===== src/rtl/supv_pkg.sv =====
package supv_pkg;

    // Phase of the reset timer
    typedef enum logic [1:0] {
        TM_HOLD  = 2'd0,   // supply below trip point, count parked at full load
        TM_COUNT = 2'd1,   // timeout running
        TM_IDLE  = 2'd2    // reset released
    } tm_state_e;

    // Reasons the timer may be (re)loaded in a cycle
    typedef struct packed {
        logic supply_low;
        logic manual;
        logic watchdog;
    } supv_cause_t;

    localparam int unsigned SUPV_SYNC_DEFAULT = 2;

    // A cause that restarts a timeout while the supply is good
    function automatic logic cause_restarts(supv_cause_t c);
        return c.manual | c.watchdog;
    endfunction

    // Counter width for a load value
    function automatic int unsigned cnt_width(int unsigned load);
        return (load < 2) ? 1 : $clog2(load + 1);
    endfunction

endpackage


===== src/rtl/supv_mr_edge.sv =====
module supv_mr_edge
    import supv_pkg::*;
#(
    parameter int unsigned SYNC_STAGES = SUPV_SYNC_DEFAULT,
    parameter bit          ACTIVE_HIGH = 1'b1
) (
    input  logic clk,
    input  logic rst,
    input  logic pin,
    output logic trig
);
    localparam logic IDLE_LVL = ACTIVE_HIGH ? 1'b0 : 1'b1;
    localparam int unsigned LAST = SYNC_STAGES - 1;

    logic [SYNC_STAGES-1:0] chain;
    logic                   act_lvl;
    logic                   act_prev;

    for (genvar i = 0; i < SYNC_STAGES; i++) begin : g_sync
        if (i == 0) begin : g_first
            always_ff @(posedge clk) begin
                if (rst) chain[0] <= IDLE_LVL;
                else     chain[0] <= pin;
            end
        end else begin : g_next
            always_ff @(posedge clk) begin
                if (rst) chain[i] <= IDLE_LVL;
                else     chain[i] <= chain[i-1];
            end
        end
    end

    // Normalise polarity so that 1 always means "requesting reset"
    always_comb act_lvl = ACTIVE_HIGH ? chain[LAST] : ~chain[LAST];

    always_ff @(posedge clk) begin
        if (rst) act_prev <= 1'b0;
        else     act_prev <= act_lvl;
    end

    // Only the transition into the active level counts
    always_comb trig = act_lvl & ~act_prev;

    AST_EDGE_SINGLE_CYCLE: assert property (@(posedge clk) disable iff (rst)
        trig |=> !trig);

endmodule


===== src/rtl/supv_timer.sv =====
module supv_timer
    import supv_pkg::*;
#(
    parameter int unsigned TIMEOUT_CYC = 20_000_000
) (
    input  logic        clk,
    input  logic        rst,
    input  supv_cause_t cause,
    output logic        active_nxt
);
    localparam int unsigned CNT_W = cnt_width(TIMEOUT_CYC);
    localparam logic [CNT_W-1:0] LOAD = CNT_W'(TIMEOUT_CYC);

    tm_state_e        st_q, st_d;
    logic [CNT_W-1:0] cnt_q, cnt_d;

    always_comb begin
        st_d  = st_q;
        cnt_d = cnt_q;
        if (cause.supply_low) begin
            st_d  = TM_HOLD;
            cnt_d = LAST_LOAD();
        end else if (cause_restarts(cause)) begin
            st_d  = TM_COUNT;
            cnt_d = LOAD;
        end else if (cnt_q != '0) begin
            cnt_d = cnt_q - 1'b1;
            st_d  = (cnt_d == '0) ? TM_IDLE : TM_COUNT;
        end else begin
            st_d  = TM_IDLE;
        end
    end

    function automatic logic [CNT_W-1:0] LAST_LOAD();
        return LOAD;
    endfunction

    always_ff @(posedge clk) begin
        if (rst) begin
            st_q  <= TM_HOLD;
            cnt_q <= LOAD;
        end else begin
            st_q  <= st_d;
            cnt_q <= cnt_d;
        end
    end

    always_comb active_nxt = (st_d != TM_IDLE);

    AST_CNT_WITHIN_LOAD: assert property (@(posedge clk) disable iff (rst)
        cnt_q <= LOAD);

    AST_IDLE_MEANS_DONE: assert property (@(posedge clk) disable iff (rst)
        (st_q == TM_IDLE) |-> (cnt_q == '0));

    AST_HOLD_PARKS_COUNT: assert property (@(posedge clk) disable iff (rst)
        cause.supply_low |=> (st_q == TM_HOLD) && (cnt_q == LOAD));

endmodule


===== src/rtl/supv_out_stage.sv =====
module supv_out_stage (
    input  logic clk,
    input  logic rst,
    input  logic active_nxt,
    output logic rst_out_hi,
    output logic rst_out_lo,
    output logic busy
);
    // Three separate flops, all forced active during the block's own reset
    always_ff @(posedge clk) begin
        if (rst) begin
            rst_out_hi <= 1'b1;
            rst_out_lo <= 1'b0;
            busy       <= 1'b1;
        end else begin
            rst_out_hi <= active_nxt;
            rst_out_lo <= ~active_nxt;
            busy       <= active_nxt;
        end
    end

    AST_OUTPUTS_COMPLEMENT: assert property (@(posedge clk) disable iff (rst)
        rst_out_hi != rst_out_lo);

    AST_BUSY_FOLLOWS: assert property (@(posedge clk) disable iff (rst)
        busy == rst_out_hi);

endmodule


===== src/rtl/supv_rst_gen.sv =====
module supv_rst_gen
    import supv_pkg::*;
#(
    parameter int unsigned TIMEOUT_CYC = 20_000_000,
    parameter int unsigned SYNC_STAGES = SUPV_SYNC_DEFAULT
) (
    input  logic clk,
    input  logic rst,
    input  logic supply_ok,
    input  logic mr_n_pin,
    input  logic mr_pin,
    input  logic wdt_expire,
    output logic rst_out_hi,
    output logic rst_out_lo,
    output logic busy
);
    logic        trig_lo;
    logic        trig_hi;
    logic        active_nxt;
    supv_cause_t cause;

    supv_mr_edge #(
        .SYNC_STAGES (SYNC_STAGES),
        .ACTIVE_HIGH (1'b0)
    ) u_edge_lo (
        .clk  (clk),
        .rst  (rst),
        .pin  (mr_n_pin),
        .trig (trig_lo)
    );

    supv_mr_edge #(
        .SYNC_STAGES (SYNC_STAGES),
        .ACTIVE_HIGH (1'b1)
    ) u_edge_hi (
        .clk  (clk),
        .rst  (rst),
        .pin  (mr_pin),
        .trig (trig_hi)
    );

    always_comb begin
        cause.supply_low = ~supply_ok;
        cause.manual     = trig_lo | trig_hi;
        cause.watchdog   = wdt_expire;
    end

    supv_timer #(
        .TIMEOUT_CYC (TIMEOUT_CYC)
    ) u_timer (
        .clk        (clk),
        .rst        (rst),
        .cause      (cause),
        .active_nxt (active_nxt)
    );

    supv_out_stage u_out (
        .clk        (clk),
        .rst        (rst),
        .active_nxt (active_nxt),
        .rst_out_hi (rst_out_hi),
        .rst_out_lo (rst_out_lo),
        .busy       (busy)
    );

    AST_LOW_SUPPLY_ASSERTS: assert property (@(posedge clk) disable iff (rst)
        !supply_ok |=> rst_out_hi && !rst_out_lo && busy);

    AST_MANUAL_ASSERTS: assert property (@(posedge clk) disable iff (rst)
        (trig_lo || trig_hi) |=> rst_out_hi);

    AST_WATCHDOG_ASSERTS: assert property (@(posedge clk) disable iff (rst)
        wdt_expire |=> rst_out_hi);

    AST_RELEASE_NEEDS_SUPPLY: assert property (@(posedge clk) disable iff (rst)
        $fell(rst_out_hi) |-> $past(supply_ok));

endmodule


===== config.mk =====
export PLATFORM = sky130hd
export DESIGN_NAME = supv_rst_gen
export DESIGN_NICKNAME = d
export VERILOG_FILES = /design/src/rtl/supv_pkg.sv /design/src/rtl/supv_mr_edge.sv /design/src/rtl/supv_timer.sv /design/src/rtl/supv_out_stage.sv /design/src/rtl/supv_rst_gen.sv
export SDC_FILE = /design/constraint.sdc
export NUM_CORES = 1
export LEC_CHECK = 0
export BUFFER_PORTS_ARGS = -buffer_cell sky130_fd_sc_hd__buf_4
export CAP_MARGIN = 20
export CORE_UTILIZATION = 56
export CTS_BUF_LIST = sky130_fd_sc_hd__clkbuf_8
export CTS_CLUSTER_SIZE = 20
export DETAILED_ROUTE_END_ITERATION = 10
export GPL_TIMING_DRIVEN = 0
export PLACE_DENSITY = 0.75
export SYNTH_ARGS = -nofsm -noshare
export SYNTH_HDL_FRONTEND = slang
export SYNTH_SLANG_ARGS = --single-unit

===== constraint.sdc =====
create_clock -name clk -period 2.79 [get_ports clk]
set_clock_uncertainty 0.15 [all_clocks]
set_input_delay 0.4185 -clock clk [delete_from_list [all_inputs] [get_ports clk]]
set_output_delay 0.4185 -clock clk [all_outputs]
set_load 0.01 [all_outputs]

==> impl_metrics.toml, run 1 <==
[yosys]
synth_compound_gate_area_share_pct = 10.6
synth_top_flop_cell = "dfxtp_1"
synthesis_stage_register_bit_count = 33
synth_top_area_share_pct = 40.7
synth_top_area_cell = "dfxtp_1"
synthesis.instances = 189
syn-mean-instance-area_sq_um = 8.59
post_synth_xor_area_fraction_pct = 11.9
ys_seq_area_share_pct = 40.7
post_synth_mux_area_share_pct = 0
synth_edf_count = 0
yosysWarnings = 0
async_flop_share_pct = 0
synth_adder_area_share_pct = 1.54
syn_area_sq_mm = 0.00162
synth_simple_gate_area_share_pct = 32.4
dominant_combinational_cell_family_by_area_after_synthesis = "simple AND/OR/NAND/NOR gates"
yosysUniqueCellTypes = 39
synthTopCellsByArea = "dfxtp_1 41%, nor2_1 7.6%, xnor2_1 7.6%"
synth_nets = 197

[sta]
maxSlewViolCount = 0
final_hold_viol_count = 0
final_period_minus_worst_setup_slack_ns = 2.71
worst_slack_ns = 0.0794
final.hold.worst_slack_ns = 0.167
fin_tns_setup_ns = 0
final_min_period_over_clock_period_pct = 97.2
max-slew-margin-rel_pct = 39.2
worstMarginPinSlew_ns = 0.910
setup_viol = 0
fmax_ghz = 0.369

[setup_path]
critPathCaptureType = "register"
critPathRequiredTime_ns = 2.82
regToRegEndpoint = "u_out.rst_out_hi$_SDFF_PP1_"
timing.setup.critical_path_class = "reg2reg"
setup.worst_path.start_class = "register"
worstSetupEndpoint = "u_out.rst_out_hi$_SDFF_PP1_"
worst_r2r_startpoint = "u_timer.cnt_q[0]$_SDFFE_PP0P_"
r2r.worst_path.cells = 9
cp_data_arrival_time_ns = 2.74
worst-path-max-fanout = 6
setup.reg_to_reg.worst_slack_ns = 0.08
worst_setup_path_startpoint = "u_timer.cnt_q[0]$_SDFFE_PP0P_"

[placement]
placement.cell_area_sq_mm = 0.00173
worst_slack_placed_ns = -0.344
dpl.hpwl_um = 2460
buffer_ports.inserted = 8
gp_congestion = 0.866

[clocking]
clock_latency_ns = 0.29
root_buffer = "clkbuf_8"
cts-root-to-sink-buffers = 2
clock-sinks = 33
cts_tree = "yes"
htree_levels = 2
cts.clk_slew.worst_paths_ns = 0.07
cts_made_buffers = 5
cts-hold-fix-buffers = 0

[detailed_routing]
drc = 0
detail_route.iter0.violations = 55
drt.antenna.violating_nets = 0
detail_route.wl_per_cell_um = 14.5
drt_wl_total_um = 3410
via_count = 1393
ratio_of_routed_vias_to_standard_cells = 5.90
drt_pass1_iterations = 4

[finish]
antennaDiodeCount = 0
fin_area_sq_mm = 0.00191
layout.nets = 212
drive_above_1_share_pct = 22.4
syn_to_final_growth_pct = 17.9

[power]
powerDensity_mw_per_mm2 = 493
power.total_mw = 0.943
vdd_drop_max_mv = 0.613
p_leak_nw = 0.682

[floorplan]
die_h_um = 55.8
number_of_primary_i_o_pins = 9
die_w_um = 55.8
placement_rows = 19
fp.coreArea_sq_mm = 0.00276
initial_core_util_pct = 58.8
fp.dieArea_sq_mm = 0.00312

[grt]
grt_pass1_vias = 1294
grt_first_pass_wirelength_um = 5870
global_route.usage.total_pct = 24.4
antenna_violations_before_repair = 0
maximum_number_of_pins_on_one_net_before_global_route_repair = 12
grt.overflow.total = 0

[job]
drv.max_cap_violation_count = 0

[run_status]
run_status = "complete, no violations"

[hold_path]
hold_path.class = "in2reg"
[metal layers]
metal | wire [um] | GRT usage [%] | vias up
met4 | 65 | 10.1 | 0
met2 | 1690 | 41.0 | 33
met1 | 1510 | 29.3 | 648
met5 | 0 | 0 | -
met3 | 152 | 6.98 | 8
li1 | - | - | 704
[timing repair]
item / 4_1_cts / 5_1_grt
setup endpoints to repair: 20 / 12
buffers inserted: 2 / 1
pin swaps: 1 / 4
resized for setup: 11 / 12
[flip-flops by register name (all words and copies together) (netlist names)]
register / cells
u_edge_hi.chain: 1
u_edge_lo.chain: 2
u_edge_hi.act_lvl: 1
u_out.rst_out_hi: 1
u_edge_lo.act_prev: 1
u_edge_hi.act_prev: 1
u_out.rst_out_lo: 1
u_timer.cnt_q: 25
[cells by family after synthesis]
logic type               Yosys count
buffers and inverters             11
AND/OR/NAND/NOR                   96
AO/OA/AOI/OAI                     25
adder cells (fa/ha/maj)            2
flip-flops                        33
XOR/XNOR                          22
[Yosys cell counts, types with 2 or more instances]
| master | number |
|---|---|
| dfxtp_1 | 33 |
| nor2_1 | 33 |
| xnor2_1 | 14 |
| nand2_1 | 12 |
| xor2_1 | 8 |
| nand3_1 | 7 |
| clkbuf_1 | 6 |
| nor3_1 | 6 |
| nor4_1 | 6 |
| o21ai_0 | 6 |
| a21oi_1 | 5 |
| nand4_1 | 5 |
| or4_1 | 5 |
| or3_1 | 4 |
| inv_1 | 3 |
| o31ai_1 | 3 |
| ha_1 | 2 |
| nand2b_1 | 2 |
| nor2b_1 | 2 |
| nor3b_1 | 2 |
| nor4b_2 | 2 |
| o22ai_1 | 2 |
| o31a_1 | 2 |
| or2_2 | 2 |
| or4_4 | 2 |
| or4b_2 | 2 |
[worst min path at each step]
| stage | cells past startpoint | from | end |
|---|---|---|---|
| 4_1_cts | 2 | mr_n_pin | u_edge_lo.chain[0]$_SDFF_PP1_ |
| 3_5_place_dp | 1 | u_edge_lo.chain[0]$_SDFF_PP1_ | u_edge_lo.chain[1]$_SDFF_PP1_ |
| 2_1_floorplan | 1 | u_edge_lo.chain[1]$_SDFF_PP1_ | u_edge_lo.act_prev$_SDFF_PP0_ |
| 5_1_grt | 2 | mr_n_pin | u_edge_lo.chain[0]$_SDFF_PP1_ |
| 3_3_place_gp | 1 | u_edge_lo.chain[1]$_SDFF_PP1_ | u_edge_lo.act_prev$_SDFF_PP0_ |
| 6_report | 2 | mr_n_pin | u_edge_lo.chain[0]$_SDFF_PP1_ |
[placed cells by master, fill, tap and decap left out, types with 3 or more instances in the layout]
cell / instances
xor2_1: 8
o21ai_0: 6
buf_4: 13
xnor2_1: 14
or4_4: 3
dfxtp_2: 3
or3_1: 4
dfxtp_1: 30
nor4_1: 4
nand4_1: 5
a21oi_1: 5
nand3_1: 7
nand2_1: 11
nor2_1: 31
or4_1: 4
clkbuf_8: 5
nor3_1: 5
[final cells by class]
class                   instances  area, sq um
repair buffers                 12         92.6
multi-input cells             145          997
inverters                       3         11.3
clock inverters                 3         17.5
well taps                      31         38.8
plain buffers                   4         22.5
fillers                       231          845
clock buffers                   5         68.8
flip-flops and latches         33          664
[worst max-delay path, stage by stage (launching register included)]
cell	delay (ns)
dfxtp_1	0.37
inv_2	0.11
ha_4	0.17
nor4b_4	0.26
nand4_1	0.21
buf_4	0.22
o21ai_0	0.20
nand4_1	0.12
or4_4	0.55
o31a_1	0.24
[per-stage QoR]
| stage | utilization, % | cells |
|---|---|---|
| 3_5_place_dp | 62.8 | 229 |
| 5_1_grt | 69.4 | 236 |
| 2_1_floorplan | - | 189 |
| 6_report | 69.4 | 236 |
| 3_3_place_gp | 62.4 | 228 |
| 4_1_cts | 68.0 | 237 |
[power breakdown]
part	leakage (nW)	internal [mW]	switching [mW]	total, mW
logic	0.368	0.0501	0.0533	0.103
registers	0.270	0.481	0.0140	0.495
clock network	0.0439	0.172	0.173	0.345
Note: power is estimated with default switching activity, not from simulation.
==> run 2: changes to the inputs <==
- BUFFER_PORTS_ARGS: -buffer_cell sky130_fd_sc_hd__buf_4 -> default
- CORE_UTILIZATION: 56 -> 59
- CTS_CLUSTER_SIZE: 20 -> 30
- DONT_BUFFER_PORTS: default -> 1
- PLACE_DENSITY: 0.75 -> 0.76
==> impl_metrics.toml, run 2 (same netlist as run 1, synthesis figures left out) <==
[clocking]
cts-root-to-sink-buffers = 2
cts_made_buffers = 5
root_buffer = "clkbuf_8"
clock-sinks = 33
cts-hold-fix-buffers = 0
cts_tree = "yes"
htree_levels = 2
cts.clk_slew.worst_paths_ns = 0.07
clock_latency_ns = 0.29

[finish]
drive_above_1_share_pct = 22.5
layout.cells.most_common_list = "31 x nor2_1, 31 x dfxtp_1, 14 x xnor2_1"
fillerInstances = 166
layout.nets = 211
layout.core_utilization_pct = 76.8
antennaDiodeCount = 0
layoutNonFillerInstCount = 234
syn_to_final_growth_pct = 20.4
regMostFlops = "u_timer.cnt_q"
reg_top3 = "u_timer.cnt_q: 25 flops, u_edge_lo.chain: 2 flops"
largest_register_ff_count = 25

[sta]
rsz0062_at_grt = "true"
setup_viol = 0
fmax_ghz = 0.363
final.hold.worst_slack_ns = 0.0419
max-slew-margin-rel_pct = 38.1
worstMarginPinSlew_ns = 0.926
maxSlewViolCount = 0
worst_slack_ns = 0.0340
final_min_period_over_clock_period_pct = 98.8
final_period_minus_worst_setup_slack_ns = 2.76
fin_tns_setup_ns = 0
final_hold_viol_count = 0

[placement]
place.detailed.instances = 220
buffer_ports.inserted = 0
dpl.hpwl_um = 2380
worst_slack_placed_ns = -0.417
gp_congestion = 0.782

[floorplan]
die_w_um = 54.4
fp.coreArea_sq_mm = 0.00254
number_of_primary_i_o_pins = 9
placement_rows = 18
die_h_um = 54.4
fp.dieArea_sq_mm = 0.00296
initial_core_util_pct = 63.8

[detailed_routing]
drc = 0
via_count = 1450
drt_wl_total_um = 3720
ratio_of_routed_vias_to_standard_cells = 6.20
drt.antenna.violating_nets = 0
drt_pass1_iterations = 4
detail_route.wl_per_cell_um = 15.9
detail_route.iter0.violations = 50

[job]
drv.max_cap_violation_count = 0

[setup_path]
setup.worst_path.start_class = "register"
cp_data_arrival_time_ns = 2.79
worst-path-max-fanout = 10
cpMostUsedCell = "or4_4"
critPathRequiredTime_ns = 2.82
worstPathCellList = "or4_4, or4_4, or4_1, nand2_2, buf_4, nor2_1"
timing.critical_path.slowest_stage_cell = "or4_4"
timing.setup.critical_path_class = "reg2reg"
critPathCaptureType = "register"
critical_path.max_stage_delay_ns = 0.60

[grt]
grt_first_pass_wirelength_um = 5690
maximum_number_of_pins_on_one_net_before_global_route_repair = 12
grt.overflow.total = 0
grt_pass1_vias = 1289
global_route.usage.total_pct = 27.9
antenna_violations_before_repair = 0

[power]
powerDensity_mw_per_mm2 = 580
vdd_drop_max_mv = 0.528
p_leak_nw = 0.698

[run_status]
run_status = "complete, no violations"

[hold_path]
hold_path.class = "in2reg"
run 2: cell types whose count changed in the layout (fill, tap and decap cells not counted), sizes merged:
| cell | delta |
|---|---|
| clkinvlp | -1 |
| clkinv | -1 |
| bufinv | +2 |
| buf | -1 |
run 2: area by class of cell:
cell class	instances	area [sq um]	share of cell area, %
Timing Repair Buffer	11	85.1	4.35
Buffer	4	22.5	1.15
Inverter	3	11.3	0.576
Sequential cell	33	663	33.9
Tap cell	30	37.5	1.92
Multi-Input combinational cell	145	1000	51.2
Clock inverter	3	65.1	3.33
Clock buffer	5	68.8	3.52
run 2: final timing paths:
check / from / to / slack, ns / cells after the start
hold / removal: rst / u_edge_hi.act_prev$_SDFF_PP0_ / 0.04 / 1
setup reg to reg: u_timer.cnt_q[17]$_SDFFE_PP0P_ / u_timer.cnt_q[9]$_SDFFE_PP0P_ / 0.03 / 6
hold reg to reg: u_edge_lo.chain[0]$_SDFF_PP1_ / u_edge_lo.chain[1]$_SDFF_PP1_ / 0.28 / 1
setup / recovery: u_timer.cnt_q[17]$_SDFFE_PP0P_ / u_timer.cnt_q[9]$_SDFFE_PP0P_ / 0.03 / 6
run 2: where the power goes:
part / leakage (nW) / internal (mW) / switching [mW]
Combinational: 0.361 / 0.0493 / 0.0534
Sequential: 0.269 / 0.481 / 0.0142
Clock: 0.0681 / 0.355 / 0.181
Total: 0.698 / 0.885 / 0.249
run 2: through the flow:
step	power [mW]	cell area (sq um)
CTS	1.12	1890
finish	1.13	1950
detailed placement	0.585	1670
global route	1.16	1950
global placement	0.582	1660
floorplan	0.568	1620
run 2: critical path, delay by kind of cell (launching register included):
| family | cells | cell delay, ns |
|---|---|---|
| and+or+nand+nor | 5 | 1.92 |
| DFF | 1 | 0.38 |
| buffers and inverters | 1 | 0.20 |
run 2: layer usage:
metal | GRT usage [%] | share of wire [%] | wire length [um]
met3 | 6.39 | 5.6 | 208
met4 | 14.5 | 2.8 | 103
met2 | 44.7 | 48 | 1770
met5 | 0 | 0 | 0
met1 | 34.5 | 44 | 1640
run 2: repair_timing:
action / in CTS / in global routing
endpoints found under the hold margin: 0 / 0
setup buffers: 5 / 5
setup endpoints to repair: 24 / 12
pin swaps: 2 / 3
gates resized for setup: 12 / 12
==> run 3: changes to the inputs <==
- MAX_ROUTING_LAYER: default -> met4
==> impl_metrics.toml, run 3 (same netlist as run 1, synthesis figures left out) <==
[setup_path]
cpMostUsedCell = "or4_4"
worstPathCellList = "or4_4, or4_4, or4_1, nand2_2, buf_4, nor2_1"
worst-path-max-fanout = 10
worst_setup_path_startpoint = "u_timer.cnt_q[17]$_SDFFE_PP0P_"
timing.setup.critical_path_class = "reg2reg"
critPathCaptureType = "register"
critical_path.top_delay_family = "simple AND/OR/NAND/NOR gates"
setup.worst_path.start_class = "register"
worst_r2r_startpoint = "u_timer.cnt_q[17]$_SDFFE_PP0P_"
timing.critical_path.slowest_stage_cell = "or4_4"
cp_num_buf_inv = 1
cp_data_arrival_time_ns = 2.79
critPathRequiredTime_ns = 2.82
critical_path.max_stage_delay_ns = 0.60

[grt]
grt_pass1_vias = 1289
global_route.usage.total_pct = 28.6
grt_first_pass_wirelength_um = 5690
grt.overflow.total = 0
maximum_number_of_pins_on_one_net_before_global_route_repair = 12
antenna_violations_before_repair = 0

[floorplan]
placement_rows = 18
number_of_primary_i_o_pins = 9
fp.dieArea_sq_mm = 0.00296
die_h_um = 54.4
initial_core_util_pct = 63.8
die_w_um = 54.4
fp.coreArea_sq_mm = 0.00254

[finish]
reg_top3 = "u_timer.cnt_q: 25 flops, u_edge_lo.chain: 2 flops"
layout.nets = 211
largest_register_ff_count = 25
layoutNonFillerInstCount = 234
drive_above_1_share_pct = 22.5
layout.cells.most_common_list = "31 x nor2_1, 31 x dfxtp_1, 14 x xnor2_1"
regMostFlops = "u_timer.cnt_q"
syn_to_final_growth_pct = 20.4
antennaDiodeCount = 0

[placement]
place.detailed.instances = 220
gp_congestion = 0.792
dpl.hpwl_um = 2380
buffer_ports.inserted = 0

[clocking]
cts.clk_slew.worst_paths_ns = 0.07
cts_made_buffers = 5
clock-sinks = 33
cts-hold-fix-buffers = 0
root_buffer = "clkbuf_8"
htree_levels = 2
clock_latency_ns = 0.29
cts-root-to-sink-buffers = 2
cts_tree = "yes"

[sta]
final_min_period_over_clock_period_pct = 98.9
final_period_minus_worst_setup_slack_ns = 2.76
maxSlewViolCount = 0
rsz0062_at_grt = "true"
final_hold_viol_count = 0
fin_tns_setup_ns = 0
setup_viol = 0
max-slew-margin-rel_pct = 38.1
fmax_ghz = 0.362
worstMarginPinSlew_ns = 0.926

[run_status]
run_status = "complete, no violations"

[detailed_routing]
detail_route.iter0.violations = 50
ratio_of_routed_vias_to_standard_cells = 6.35
detail_route.wl_per_cell_um = 16.1
drt.antenna.violating_nets = 0
drt_pass1_iterations = 4
drc = 0
via_count = 1487
drt_wl_total_um = 3760

[power]
p_leak_nw = 0.698
powerDensity_mw_per_mm2 = 580
vdd_drop_max_mv = 0.529
power.total_mw = 1.13

[hold_path]
hold_path.class = "in2reg"
timing.hold.worst.start = "rst"

[job]
drv.max_cap_violation_count = 0
==> run 3: timing repair <==
item | CTS | global route
pin swaps | 2 | 3
setup buffers | 5 | 5
gates cloned | 0 | 0
resized for setup | 12 | 12
setup endpoints to repair | 24 | 12
==> run 3: where the power goes <==
part           total (mW)  switching [mW]  internal [mW]
registers           0.495          0.0141          0.481
logic               0.102          0.0531         0.0493
clock network       0.536           0.181          0.355
total                1.13           0.249          0.885
==> run 3: path summary, 6_finish.rpt <==
check                                       end  slack [ns]  depth (start not counted)
setup / recovery  u_timer.cnt_q[9]$_SDFFE_PP0P_        0.03                          6
hold / removal    u_edge_hi.act_prev$_SDFF_PP0_        0.04                          1
setup reg to reg  u_timer.cnt_q[9]$_SDFFE_PP0P_        0.03                          6
hold reg to reg   u_edge_lo.chain[1]$_SDFF_PP1_        0.28                          1
==> run 3: final cells by class <==
class                   count  area, sq um
clock inverters             3         65.1
multi-input cells         145         1000
repair buffers             11         85.1
well taps                  30         37.5
fillers                   166          591
plain buffers               4         22.5
clock buffers               5         68.8
inverters                   3         11.3
flip-flops and latches     33          663
==> run 3: stage by stage <==
step	hold WS [ns]	instance area (sq um)	setup slack [ns]	util (%)
2_1_floorplan	0.235	1620	0.0920	-
3_3_place_gp	0.245	1660	-0.385	65.2
3_5_place_dp	0.250	1670	-0.417	65.6
4_1_cts	0.0408	1890	0.0137	74.2
5_1_grt	0.0333	1950	-0.0672	76.8
6_report	0.0414	1950	0.0303	76.8
==> run 3: routing by layer <==
metal / wire (um) / vias to the layer above / track usage, %
li1: - / 704 / -
met5: 0 / - / -
met3: 223 / 20 / 6.39
met1: 1660 / 704 / 34.4
met2: 1770 / 59 / 44.7
met4: 108 / 0 / 14.5
